==> config.mk <==
export PLATFORM = sky130hd
export DESIGN_NAME = async_mem_init
export DESIGN_NICKNAME = d
export VERILOG_FILES = /design/src/rtl/async_mem_pkg.sv /design/src/rtl/async_mem_seq.sv /design/src/rtl/async_mem_rdcap.sv /design/src/rtl/async_mem_pins.sv /design/src/rtl/async_mem_init.sv
export SDC_FILE = /design/constraint.sdc
export NUM_CORES = 1
export LEC_CHECK = 0
export BUFFER_PORTS_ARGS = -buffer_cell sky130_fd_sc_hd__buf_2
export CAP_MARGIN = 30
export CELL_PAD_IN_SITES_DETAIL_PLACEMENT = 0
export CELL_PAD_IN_SITES_GLOBAL_PLACEMENT = 1
export CORE_AREA = 8 8 109 111
export CTS_BUF_LIST = sky130_fd_sc_hd__clkbuf_4
export DETAILED_ROUTE_END_ITERATION = 10
export DIE_AREA = 0 0 117 119
export GPL_TIMING_DRIVEN = 0
export PLACE_DENSITY = 0.86
export SETUP_SLACK_MARGIN = 0.15
export SYNTH_ARGS = -nofsm -noshare
export SYNTH_HDL_FRONTEND = slang
export SYNTH_SLANG_ARGS = --single-unit
==> constraint.sdc <==
create_clock -name clk_i -period 2 [get_ports clk_i]
set_input_delay 0.1 -clock clk_i [delete_from_list [all_inputs] [get_ports clk_i]]
set_output_delay 0.1 -clock clk_i [all_outputs]
set_load 0.01 [all_outputs]
==> src/rtl/async_mem_pkg.sv <==
package async_mem_pkg;
  typedef enum logic [1:0] {
    ST_IDLE   = 2'd0,
    ST_SETUP  = 2'd1,
    ST_STROBE = 2'd2,
    ST_HOLD   = 2'd3
  } amem_state_e;
endpackage

==> src/rtl/async_mem_seq.sv <==
module async_mem_seq
  import async_mem_pkg::*;
#(
  parameter int unsigned STROBE_CYC = 8
) (
  input  logic        clk_i,
  input  logic        rst_ni,
  input  logic        start_i,
  output amem_state_e state_o,
  output logic        phase_o,
  output logic        cap_o,
  output logic        fin_o
);
  localparam int unsigned CNT_W = (STROBE_CYC > 1) ? $clog2(STROBE_CYC) : 1;
  localparam logic [CNT_W-1:0] CNT_LAST = CNT_W'(STROBE_CYC - 1);

  amem_state_e      state_q, state_d;
  logic             phase_q, phase_d;
  logic [CNT_W-1:0] cnt_q, cnt_d;
  logic             last_strobe;

  assign last_strobe = (state_q == ST_STROBE) && (cnt_q == CNT_LAST);

  always_comb begin
    state_d = state_q;
    phase_d = phase_q;
    cnt_d   = cnt_q;
    unique case (state_q)
      ST_IDLE: if (start_i) begin
        state_d = ST_SETUP;
        phase_d = 1'b0;
      end
      ST_SETUP: begin
        state_d = ST_STROBE;
        cnt_d   = '0;
      end
      ST_STROBE: begin
        if (last_strobe) state_d = ST_HOLD;
        else             cnt_d   = cnt_q + 1'b1;
      end
      ST_HOLD: begin
        if (!phase_q) begin
          state_d = ST_SETUP;
          phase_d = 1'b1;
        end else begin
          state_d = ST_IDLE;
        end
      end
      default: state_d = ST_IDLE;
    endcase
  end

  always_ff @(posedge clk_i or negedge rst_ni) begin
    if (!rst_ni) begin
      state_q <= ST_IDLE;
      phase_q <= 1'b0;
      cnt_q   <= '0;
    end else begin
      state_q <= state_d;
      phase_q <= phase_d;
      cnt_q   <= cnt_d;
    end
  end

  assign state_o = state_q;
  assign phase_o = phase_q;
  assign cap_o   = last_strobe;
  assign fin_o   = (state_q == ST_HOLD) && phase_q;
endmodule

==> src/rtl/async_mem_rdcap.sv <==
module async_mem_rdcap #(
  parameter int unsigned DQ_W = 16
) (
  input  logic            clk_i,
  input  logic            rst_ni,
  input  logic            cap_i,
  input  logic            phase_i,
  input  logic [DQ_W-1:0] dq_i,
  output logic [2*DQ_W-1:0] word_o
);
  logic [1:0][DQ_W-1:0] half_q;

  for (genvar h = 0; h < 2; h++) begin : g_half
    always_ff @(posedge clk_i or negedge rst_ni) begin
      if (!rst_ni)                          half_q[h] <= '0;
      else if (cap_i && (phase_i == h[0])) half_q[h] <= dq_i;
    end
  end

  assign word_o = half_q;
endmodule

==> src/rtl/async_mem_pins.sv <==
module async_mem_pins
  import async_mem_pkg::*;
#(
  parameter int unsigned ADDR_W = 22,
  parameter int unsigned DQ_W   = 16
) (
  input  amem_state_e         state_i,
  input  logic                phase_i,
  input  logic                we_i,
  input  logic                cs_hold_i,
  input  logic [ADDR_W-1:0]   addr_i,
  input  logic [2*DQ_W-1:0]   wdata_i,
  output logic                cs_no,
  output logic                we_no,
  output logic                oe_no,
  output logic [1:0]          ba_o,
  output logic [ADDR_W-1:0]   addr_o,
  output logic [DQ_W/8-1:0]   be_no,
  output logic [DQ_W-1:0]     dq_o,
  output logic                dq_oe_o
);
  logic busy, strobe;

  assign busy    = (state_i != ST_IDLE);
  assign strobe  = (state_i == ST_STROBE);
  assign cs_no   = !(busy || cs_hold_i);
  assign we_no   = !(strobe && we_i);
  assign oe_no   = !(strobe && !we_i);
  assign ba_o    = !busy ? 2'b00 : (phase_i ? 2'b10 : 2'b01);
  assign addr_o  = addr_i;
  assign be_no   = busy ? '0 : '1;
  assign dq_oe_o = busy && we_i;
  assign dq_o    = phase_i ? wdata_i[2*DQ_W-1:DQ_W] : wdata_i[DQ_W-1:0];
endmodule

==> src/rtl/async_mem_init.sv <==
module async_mem_init
  import async_mem_pkg::*;
#(
  parameter int unsigned ADDR_W     = 22,
  parameter int unsigned DQ_W       = 16,
  parameter int unsigned STROBE_CYC = 8
) (
  input  logic                clk_i,
  input  logic                rst_ni,
  input  logic                req_valid_i,
  output logic                req_ready_o,
  input  logic                req_we_i,
  input  logic [ADDR_W-1:0]   req_addr_i,
  input  logic [2*DQ_W-1:0]   req_wdata_i,
  input  logic                req_keep_cs_i,
  output logic                done_o,
  output logic [2*DQ_W-1:0]   rdata_o,
  output logic                mem_cs_no,
  output logic                mem_we_no,
  output logic                mem_oe_no,
  output logic [1:0]          mem_ba_o,
  output logic [ADDR_W-1:0]   mem_addr_o,
  output logic [DQ_W/8-1:0]   mem_be_no,
  output logic [DQ_W-1:0]     mem_dq_o,
  output logic                mem_dq_oe_o,
  input  logic [DQ_W-1:0]     mem_dq_i
);
  amem_state_e         state;
  logic                phase, cap, fin, start;
  logic                we_q, keep_q, cs_hold_q, done_q;
  logic [ADDR_W-1:0]   addr_q;
  logic [2*DQ_W-1:0]   wdata_q;

  assign req_ready_o = (state == ST_IDLE);
  assign start       = req_valid_i && req_ready_o;

  always_ff @(posedge clk_i or negedge rst_ni) begin
    if (!rst_ni) begin
      we_q      <= 1'b0;
      keep_q    <= 1'b0;
      addr_q    <= '0;
      wdata_q   <= '0;
      cs_hold_q <= 1'b0;
      done_q    <= 1'b0;
    end else begin
      if (start) begin
        we_q    <= req_we_i;
        keep_q  <= req_keep_cs_i;
        addr_q  <= req_addr_i;
        wdata_q <= req_wdata_i;
      end
      if (fin) cs_hold_q <= keep_q;  // select decision lands after final hold
      done_q <= fin;
    end
  end

  async_mem_seq #(.STROBE_CYC(STROBE_CYC)) u_seq (
    .clk_i   (clk_i),
    .rst_ni  (rst_ni),
    .start_i (start),
    .state_o (state),
    .phase_o (phase),
    .cap_o   (cap),
    .fin_o   (fin)
  );

  async_mem_rdcap #(.DQ_W(DQ_W)) u_rdcap (
    .clk_i   (clk_i),
    .rst_ni  (rst_ni),
    .cap_i   (cap && !we_q),
    .phase_i (phase),
    .dq_i    (mem_dq_i),
    .word_o  (rdata_o)
  );

  async_mem_pins #(.ADDR_W(ADDR_W), .DQ_W(DQ_W)) u_pins (
    .state_i   (state),
    .phase_i   (phase),
    .we_i      (we_q),
    .cs_hold_i (cs_hold_q),
    .addr_i    (addr_q),
    .wdata_i   (wdata_q),
    .cs_no     (mem_cs_no),
    .we_no     (mem_we_no),
    .oe_no     (mem_oe_no),
    .ba_o      (mem_ba_o),
    .addr_o    (mem_addr_o),
    .be_no     (mem_be_no),
    .dq_o      (mem_dq_o),
    .dq_oe_o   (mem_dq_oe_o)
  );

  assign done_o = done_q;
endmodule

==> flow_summary.yaml, run 1 <==
clocking:
  cts_tree: "done"
  h-tree-depth: 3
  cts.sinks: 96
  insertion_delay_ns: 0.44
  cts_root_buf: "clkbuf_4"
  path_clk_slew_ns: 0.13
  clock_path_buffers: 2
  numCtsBuffers: 9
cells_and_area:
  nNetsFinal: 579
  final_area_um2: 5880
  n_antenna_cell: 0
  areaGrowthSynthToFinish_pct: 48.5
  drive_gt1_share_pct: 59.3
  fin_util_pct: 58.2
placement:
  io_buffers: 154
  postPlaceCellArea_um2: 4930
  place_congestion: 0.706
  hpwl_um: 6940
run:
  maxCapViolCount: 0
critical_path:
  crit_type: "reg2reg"
  startpoint: "u_seq.state_o[0]"
  r2r_cells: 6
  slowest_stage: "dfrtp_1"
  max_stage_delay_ns: 0.43
  critPathCaptureType: "register"
  r2r_end: "addr_q[20]"
  cp.arrival_ns: 2.10
  path_cells: "inv_1 > ha_2 > nand2_1 > buf_4 > buf_4 > mux2_2"
  crit_end: "addr_q[20]"
  critPathRequiredTime_ns: 2.32
  worstReg2RegStart: "u_seq.state_o[0]"
  cp_max_fo: 11
  rrSetupSlack_ns: 0.22
  path_common_cell: "buf_4"
  critPathLaunchType: "register"
logic_synthesis:
  synthTopCellsByArea: "dfrtp_1 61%, mux2_2 30%, ha_1 1.9%"
  synth_nets: 336
  yosys_warnings: 0
  synth.avg_cell_area_um2: 15.5
  synth_cells: 255
  synth_top_area_share_pct: 60.7
  syn-cell-area_um2: 3960
  ys_seq_elements: 96
  ys_seq_area_share_pct: 60.7
  synth_area_leader_cell: "dfrtp_1"
  yosys.cell_types.count: 23
route:
  wire_per_inst_um: 16.3
  ant_nets: 0
  vias: 2946
  drt-total-wl_um: 10400
  dr.first_iter.drc_count: 106
  drcViolationCount: 0
  viasPerCell: 4.62
  drtPass1Iterations: 4
timing:
  timing.final.crit_share_pct: 88.9
  skew_ns: 0.0149
  whs_ns: 0.0647
  rsz0062_at_grt: "true"
  fmax_ghz: 0.563
  finalMaxSlewViolations: 0
  hold_viol: 0
  maxSlewHeadroom_pct: 64.5
  min_period_ns: 1.78
  setup_viol: 0
  worst_pin_slew_ns: 0.533
die:
  dieWidth_um: 117
  die_height_um: 119
  pin_count: 155
  initial_core_util_pct: 39.2
  core_um2: 10100
  rows: 37
  die-area_um2: 13900
pwr:
  powerDensity_nw_per_um2: 1260
  peakVddDrop_mv: 0.647
  leakagePower_uw: 0.00281
global_routing:
  grt_pass1_wl_um: 16500
  grt_overflow: 0
  grt_use_total_pct: 15.1
  grt_start_max_net_pins: 58
  grt_antenna_before_repair: 0
  grt_pass1_vias: 3250
run_status:
  status: "finished, final reports clean"
worst_hold_path:
  hold_class: "in2reg"
==> cell families after synthesis <==
group                    share of synthesized area [%]
multiplexers                                      30.7
adder cells (fa/ha/maj)                           1.90
AND/OR/NAND/NOR                                   3.13
buffers and inverters                             2.31
flip-flops                                        60.7
AO/OA/AOI/OAI                                     1.04
XOR/XNOR                                         0.221
==> final cells by class <==
class,count,area (um^2)
sequential,96,2400
timing repair buffer,232,1570
clock inverter,5,50.0
tap,136,170
multi-input combinational,142,1490
clock buffer,9,67.6
buffer,14,123
inverter,3,11.3
fill,819,4220
==> power breakdown <==
part | switching, uW | internal (uW) | leakage, uW | total (uW)
sequential | 385 | 2700 | 0.00113 | 3080
clock | 610 | 359 | 0.0000627 | 969
combinational | 1520 | 1810 | 0.00161 | 3340
total | 2520 | 4870 | 0.00281 | 7390
==> cell usage in the layout (no fill, tap or decap) <==
| cell | instances |
|---|---|
| nand2b_1 | 1 |
| mux2_2 | 106 |
| xor2_1 | 1 |
| buf_16 | 1 |
| clkinvlp_4 | 1 |
| o21ai_0 | 3 |
| bufinv_16 | 1 |
| buf_8 | 1 |
| nand2_1 | 5 |
| and2_1 | 1 |
| inv_1 | 3 |
| buf_2 | 155 |
| nand4b_4 | 1 |
| nor2_1 | 5 |
| o31ai_1 | 2 |
| ha_4 | 1 |
| o22ai_1 | 1 |
| nor3b_4 | 1 |
| dfrtp_1 | 95 |
| mux2i_1 | 2 |
| clkinv_1 | 2 |
| ha_1 | 4 |
| buf_4 | 10 |
| nor2b_1 | 5 |
| dlygate4sd3_1 | 73 |
| dfrtp_2 | 1 |
| buf_6 | 5 |
| ha_2 | 1 |
| a21oi_1 | 1 |
| clkinv_2 | 1 |
| nand2b_2 | 1 |
| clkbuf_4 | 10 |
==> metal layers <==
metal | GRT usage, % | wire length, um | part of all wire [%] | vias to the layer above
met3 | 4.85 | 822 | 7.9 | 8
li1 | - | - | - | 1376
met5 | 0 | 0 | 0 | -
met2 | 26.4 | 5380 | 52 | 96
met4 | 4.32 | 112 | 1.1 | 0
met1 | 17.1 | 4050 | 39 | 1466
==> critical path: cells and delay by family, from the launching register on <==
kind	cells	cell delay [ns]
buffers and inverters	3	0.53
muxes	1	0.29
adders and majority gates	1	0.32
and+or+nand+nor	1	0.11
DFF	1	0.43
==> cell usage after synthesis <==
cell,instances
clkbuf_2,1
buf_6,1
nand2b_2,1
nor2b_1,5
and2_1,1
xor2_1,1
buf_4,2
o22ai_1,1
dfrtp_1,96
ha_1,6
buf_1,1
nor2_1,5
mux2_2,106
a21oi_1,1
buf_2,9
o31ai_1,2
nand4b_2,1
inv_1,3
mux2i_1,2
nor3b_4,1
nand2_1,5
nand2b_1,1
o21ai_0,3
==> metrics by stage <==
stage               setup slack, ns  total power (uW)  TNS, ns  std cells
global route                  0.109              7890        0        637
finish                        0.222              7390        0        637
floorplan                     0.188              5010        0        255
detailed placement          -0.0641              6240   -0.797        546
global placement            -0.0730              6100    -6.32        545
CTS                           0.138              7370        0        635
==> timing repair <==
item,in CTS,in global routing
endpoints found under the setup margin,71,71
pin swaps,1,1
hold endpoints to repair,127,0
hold buffers,73,0
resized for setup,11,14
setup buffers,2,1
gates cloned,0,1
==> how the worst min path moves through the flow <==
| stage | from | slack [ns] | end | cells after the start |
|---|---|---|---|---|
| CTS | req_valid_i | 0.03 | u_seq.phase_o | 4 |
| detailed placement | rst_ni | 0.12 | addr_q[0] | 1 |
| global route | req_valid_i | 0.07 | u_seq.phase_o | 4 |
| finish | req_valid_i | 0.06 | u_seq.phase_o | 4 |
| global placement | req_wdata_i[5] | 0.33 | wdata_q[5] | 2 |
| floorplan | rst_ni | -0.20 | addr_q[0] | 0 |
==> registers in the layout, summed over array words and instances, names as in the netlist <==
name,flops
u_seq.phase_o,1
u_seq.state_o,2
we_q,1
done_o,1
u_seq.cnt_q,3
cs_hold_q,1
addr_q,22
wdata_q,32
u_rdcap.word_o,32
keep_q,1
Note: power is estimated with default switching activity, not from simulation.
==> run 2, diff against run 1 <==
==> constraint.sdc (replaced) <==
create_clock -name clk_i -period 2 [get_ports clk_i]
set_input_delay 0.1 -clock clk_i [delete_from_list [all_inputs] [get_ports clk_i]]
set_output_delay 0.1 -clock clk_i [all_outputs]
set_load 0.1 [all_outputs]
==> flow_summary.yaml, run 2 (synthesized netlist as in run 1, its figures left out) <==
route:
  drt-total-wl_um: 10600
  routed.top_layer: "met4"
  drt-met1-wl_um: 4100
  drtPass1Iterations: 4
  vias: 2953
  drcViolationCount: 0
  dr_wl_met2_um: 5490
  viasPerCell: 4.59
  wire_per_inst_um: 16.5
  dr_wl_met3_um: 943
  ant_nets: 0
  dr.first_iter.drc_count: 75
placement:
  place_ws_ns: -0.0495
  place_inst: 546
  place_congestion: 0.720
  io_buffers: 154
  hpwl_um: 6970
worst_hold_path:
  holdPathStages: 4
  min_to: "u_seq.phase_o"
  min-delay-start: "req_valid_i"
  hold_class: "in2reg"
die:
  die_height_um: 119
  rows: 37
  initial_core_util_pct: 39.2
  pin_count: 155
  die-area_um2: 13900
  dieWidth_um: 117
  core_um2: 10100
clocking:
  clock_path_buffers: 2
  path_clk_slew_ns: 0.14
  cts_root_buf: "clkbuf_4"
  cts.sinks: 96
  h-tree-depth: 3
  insertion_delay_ns: 0.43
  cts_tree: "done"
  numCtsBuffers: 9
critical_path:
  path_cells: "ha_2 > ha_4 > buf_6 > nor3b_4 > buf_6 > mux2_2"
  crit_type: "reg2reg"
  path_common_cell: "buf_6"
  max_stage_delay_ns: 0.42
  worstReg2RegStart: "u_seq.cnt_q[1]"
  cp.arrival_ns: 2.14
  cp_max_fo: 5
  critPathRequiredTime_ns: 2.31
  slowest_stage: "dfrtp_1"
  r2r_end: "u_rdcap.word_o[5]"
  critPathLaunchType: "register"
  r2r_cells: 6
  critPathCaptureType: "register"
  rrSetupSlack_ns: 0.18
cells_and_area:
  mostFrequentLayoutCells: "130 x buf_2, 106 x mux2_2, 94 x dfrtp_1"
  areaGrowthSynthToFinish_pct: 54.9
  fin_util_pct: 60.7
  nNetsFinal: 584
  finalNonFillerCells: 644
  final_common_cell: "buf_2"
  drive_gt1_share_pct: 61.8
  n_antenna_cell: 0
run:
  maxCapViolCount: 0
timing:
  skew_ns: 0.0213
  min_period_ns: 1.82
  worst_pin_slew_ns: 0.634
  setup_viol: 0
  setup_ws_ns: 0.175
  finalMaxSlewViolations: 0
  fmax_ghz: 0.548
  hold_viol: 0
  timing.final.crit_share_pct: 91.2
  rsz0062_at_grt: "false"
  maxSlewHeadroom_pct: 57.7
global_routing:
  grt_pass1_wl_um: 16800
  grt_pass1_vias: 3353
  grt_use_total_pct: 15.3
  grt_antenna_before_repair: 0
  grt_start_max_net_pins: 50
  grt_overflow: 0
run_status:
  status: "finished, final reports clean"
## run 2: cell count changes in the layout (fill, tap and decap cells not counted), sizes merged
cell and delta:
inv +1, buf +6, clkinv +1, bufinv -1
## run 2: final cells by class
cell class | instances | area, um^2
clock inverter | 6 | 43.8
inverter | 3 | 11.3
timing repair buffer | 237 | 1760
tap | 136 | 170
clock buffer | 10 | 75.1
buffer | 14 | 135
multi-input combinational | 142 | 1530
sequential | 96 | 2400
fill | 787 | 3960
## run 2: worst max path at each step
stage / start / end / slack (ns) / depth (start not counted)
floorplan: u_seq.state_o[0] / addr_q[0] / -0.03 / 6
global placement: rst_ni / addr_q[12] / -0.07 / 1
detailed placement: u_seq.state_o[0] / u_rdcap.word_o[5] / -0.05 / 6
CTS: u_seq.state_o[0] / addr_q[6] / 0.13 / 6
global route: u_seq.cnt_q[1] / u_rdcap.word_o[4] / 0.13 / 6
finish: u_seq.cnt_q[1] / u_rdcap.word_o[5] / 0.18 / 6
## run 2: timing repair
action | in CTS | in global routing
setup endpoints to repair | 80 | 75
buffers inserted | 2 | 6
resized for setup | 46 | 35
hold buffers | 73 | 0
pin swaps | 1 | 2
endpoints found under the hold margin | 136 | 0
gates cloned | 0 | 1
## run 2: per-layer routing
| metal | vias to the layer above | global-route usage (%) |
|---|---|---|
| met3 | 5 | 5.66 |
| met1 | 1454 | 16.6 |
| met2 | 104 | 27.4 |
| met4 | 0 | 3.44 |
| li1 | 1390 | - |
| met5 | - | 0 |
## run 2: per-stage QoR
step	cell area, um^2	hold WS (ns)	TNS, ns
2_1_floorplan	3980	-0.196	-1.17
3_3_place_gp	4920	0.331	-5.78
3_5_place_dp	4950	0.161	-0.411
4_1_cts	5960	0.0392	0
5_1_grt	6130	0.0767	0
6_report	6130	0.0759	0
## run 2: worst max-delay path: cells and delay by family, from the launching register on
family | cells | cell delay (ns)
adder cells (fa/ha/maj) | 2 | 0.35
buffers and inverters | 2 | 0.29
flip-flops | 1 | 0.42
multiplexers | 1 | 0.33
AND/OR/NAND/NOR | 1 | 0.33
Power of run 2 is not shown: default switching activity piles up to over one toggle a cycle in this logic, so the estimate is an artifact.
==> run 3, diff against run 2 <==
--- a/config.mk
+++ b/config.mk
@@ -14,7 +14,7 @@
 export DETAILED_ROUTE_END_ITERATION = 10
 export DIE_AREA = 0 0 117 119
 export GPL_TIMING_DRIVEN = 0
-export PLACE_DENSITY = 0.86
+export PLACE_DENSITY_LB_ADDON = 0.2
 export SETUP_SLACK_MARGIN = 0.15
 export SYNTH_ARGS = -nofsm -noshare
 export SYNTH_HDL_FRONTEND = slang
==> flow_summary.yaml, run 3 (synthesized netlist as in run 1, its figures left out) <==
die:
  core_um2: 10100
  die-area_um2: 13900
  pin_count: 155
  initial_core_util_pct: 39.2
  die_height_um: 119
  rows: 37
  dieWidth_um: 117
clocking:
  cts_tree: "done"
  cts_root_buf: "clkbuf_4"
  path_clk_slew_ns: 0.14
  clock_path_buffers: 2
  insertion_delay_ns: 0.44
  h-tree-depth: 3
  numCtsBuffers: 9
  cts.sinks: 96
placement:
  hpwl_um: 7090
  place_congestion: 0.727
  io_buffers: 154
  place_ws_ns: -0.0854
  postPlaceCellArea_um2: 4950
worst_hold_path:
  hold_class: "in2reg"
global_routing:
  grt_use_total_pct: 15.2
  grt_pass1_vias: 3345
  grt_antenna_before_repair: 1
  grt_start_max_net_pins: 72
  grt_pass1_wl_um: 16500
  grt_overflow: 0
cells_and_area:
  areaGrowthSynthToFinish_pct: 54.7
  drive_gt1_share_pct: 61.0
  final_common_cell: "buf_2"
  nNetsFinal: 586
  mostFrequentLayoutCells: "130 x buf_2, 106 x mux2_2, 95 x dfrtp_1"
  final_area_um2: 6120
  nFillCells: 814
route:
  dr.first_iter.drc_count: 62
  drcViolationCount: 0
  ant_nets: 0
  drt-total-wl_um: 10300
  drtPass1Iterations: 3
  vias: 2925
  viasPerCell: 4.53
  wire_per_inst_um: 16.0
critical_path:
  crit_type: "reg2out"
  cp_max_fo: 10
  critPathLaunchType: "register"
  critPathRequiredTime_ns: 1.90
  critPathCaptureType: "primary output"
  cp.arrival_ns: 1.69
timing:
  rsz0062_at_grt: "true"
  skew_ns: 0.0138
  timing.final.crit_share_pct: 89.5
  finalMaxSlewViolations: 0
  fmax_ghz: 0.558
  min_period_ns: 1.79
  setup_viol: 0
  setup_ws_ns: 0.209
  worst_pin_slew_ns: 0.500
  maxSlewHeadroom_pct: 66.9
  hold_viol: 0
run_status:
  status: "finished, final reports clean"
run:
  maxCapViolCount: 0
[run 3: area by class of cell]
type	count	area, um^2	share of cell area [%]
inverters	3	11.3	0.184
multi-input cells	142	1520	24.9
plain buffers	14	130	2.13
clock inverters	5	50.0	0.818
repair buffers	239	1760	28.8
diodes	1	2.50	0.0409
well taps	136	170	2.78
flip-flops and latches	96	2400	39.3
clock buffers	9	67.6	1.10
[run 3: stage by stage]
step / hold slack, ns / utilization [%] / setup TNS, ns / std cells
6_report: 0.0700 / 60.6 / 0 / 645
3_3_place_gp: 0.331 / 48.7 / -18.85 / 545
3_5_place_dp: 0.0430 / 49.0 / -1.39 / 546
4_1_cts: 0.0292 / 59.1 / 0 / 641
2_1_floorplan: -0.196 / - / -1.17 / 255
5_1_grt: 0.0666 / 60.6 / 0 / 645
[run 3: worst max-delay path: stages (launching register included)]
cell      delay (ns)
dfrtp_1         0.35
clkbuf_4        0.18
buf_6           0.18
mux2_2          0.36
buf_6           0.19
[run 3: what timing repair did]
action	CTS	global route
gates resized for setup	42	33
setup buffers	7	3
setup endpoints to repair	80	76
pin swaps	1	1
hold buffers	73	0
hold endpoints to repair	184	0
gates cloned	1	0
[run 3: layer usage]
layer	track usage, %	vias to the layer above	routed length, um
met5	0	-	0
met4	5.52	0	158
met3	5.20	14	930
met2	26.3	95	5200
met1	16.7	1426	4060
li1	-	1390	-
[run 3: final timing paths]
| kind | startpoint | to | slack (ns) | cells after the start |
|---|---|---|---|---|
| min | req_valid_i | u_seq.phase_o | 0.07 | 4 |
| max reg2reg | u_seq.cnt_q[1] | u_seq.state_o[1] | 0.25 | 6 |
| min in group asynchronous | rst_ni | u_seq.phase_o | 0.10 | 2 |
| min reg2reg | wdata_q[9] | wdata_q[9] | 0.52 | 1 |
| max in group asynchronous | rst_ni | u_seq.state_o[1] | 1.20 | 3 |
| max | u_seq.phase_o | mem_dq_o[12] | 0.21 | 4 |
Power of run 3 is left out for the same reason.
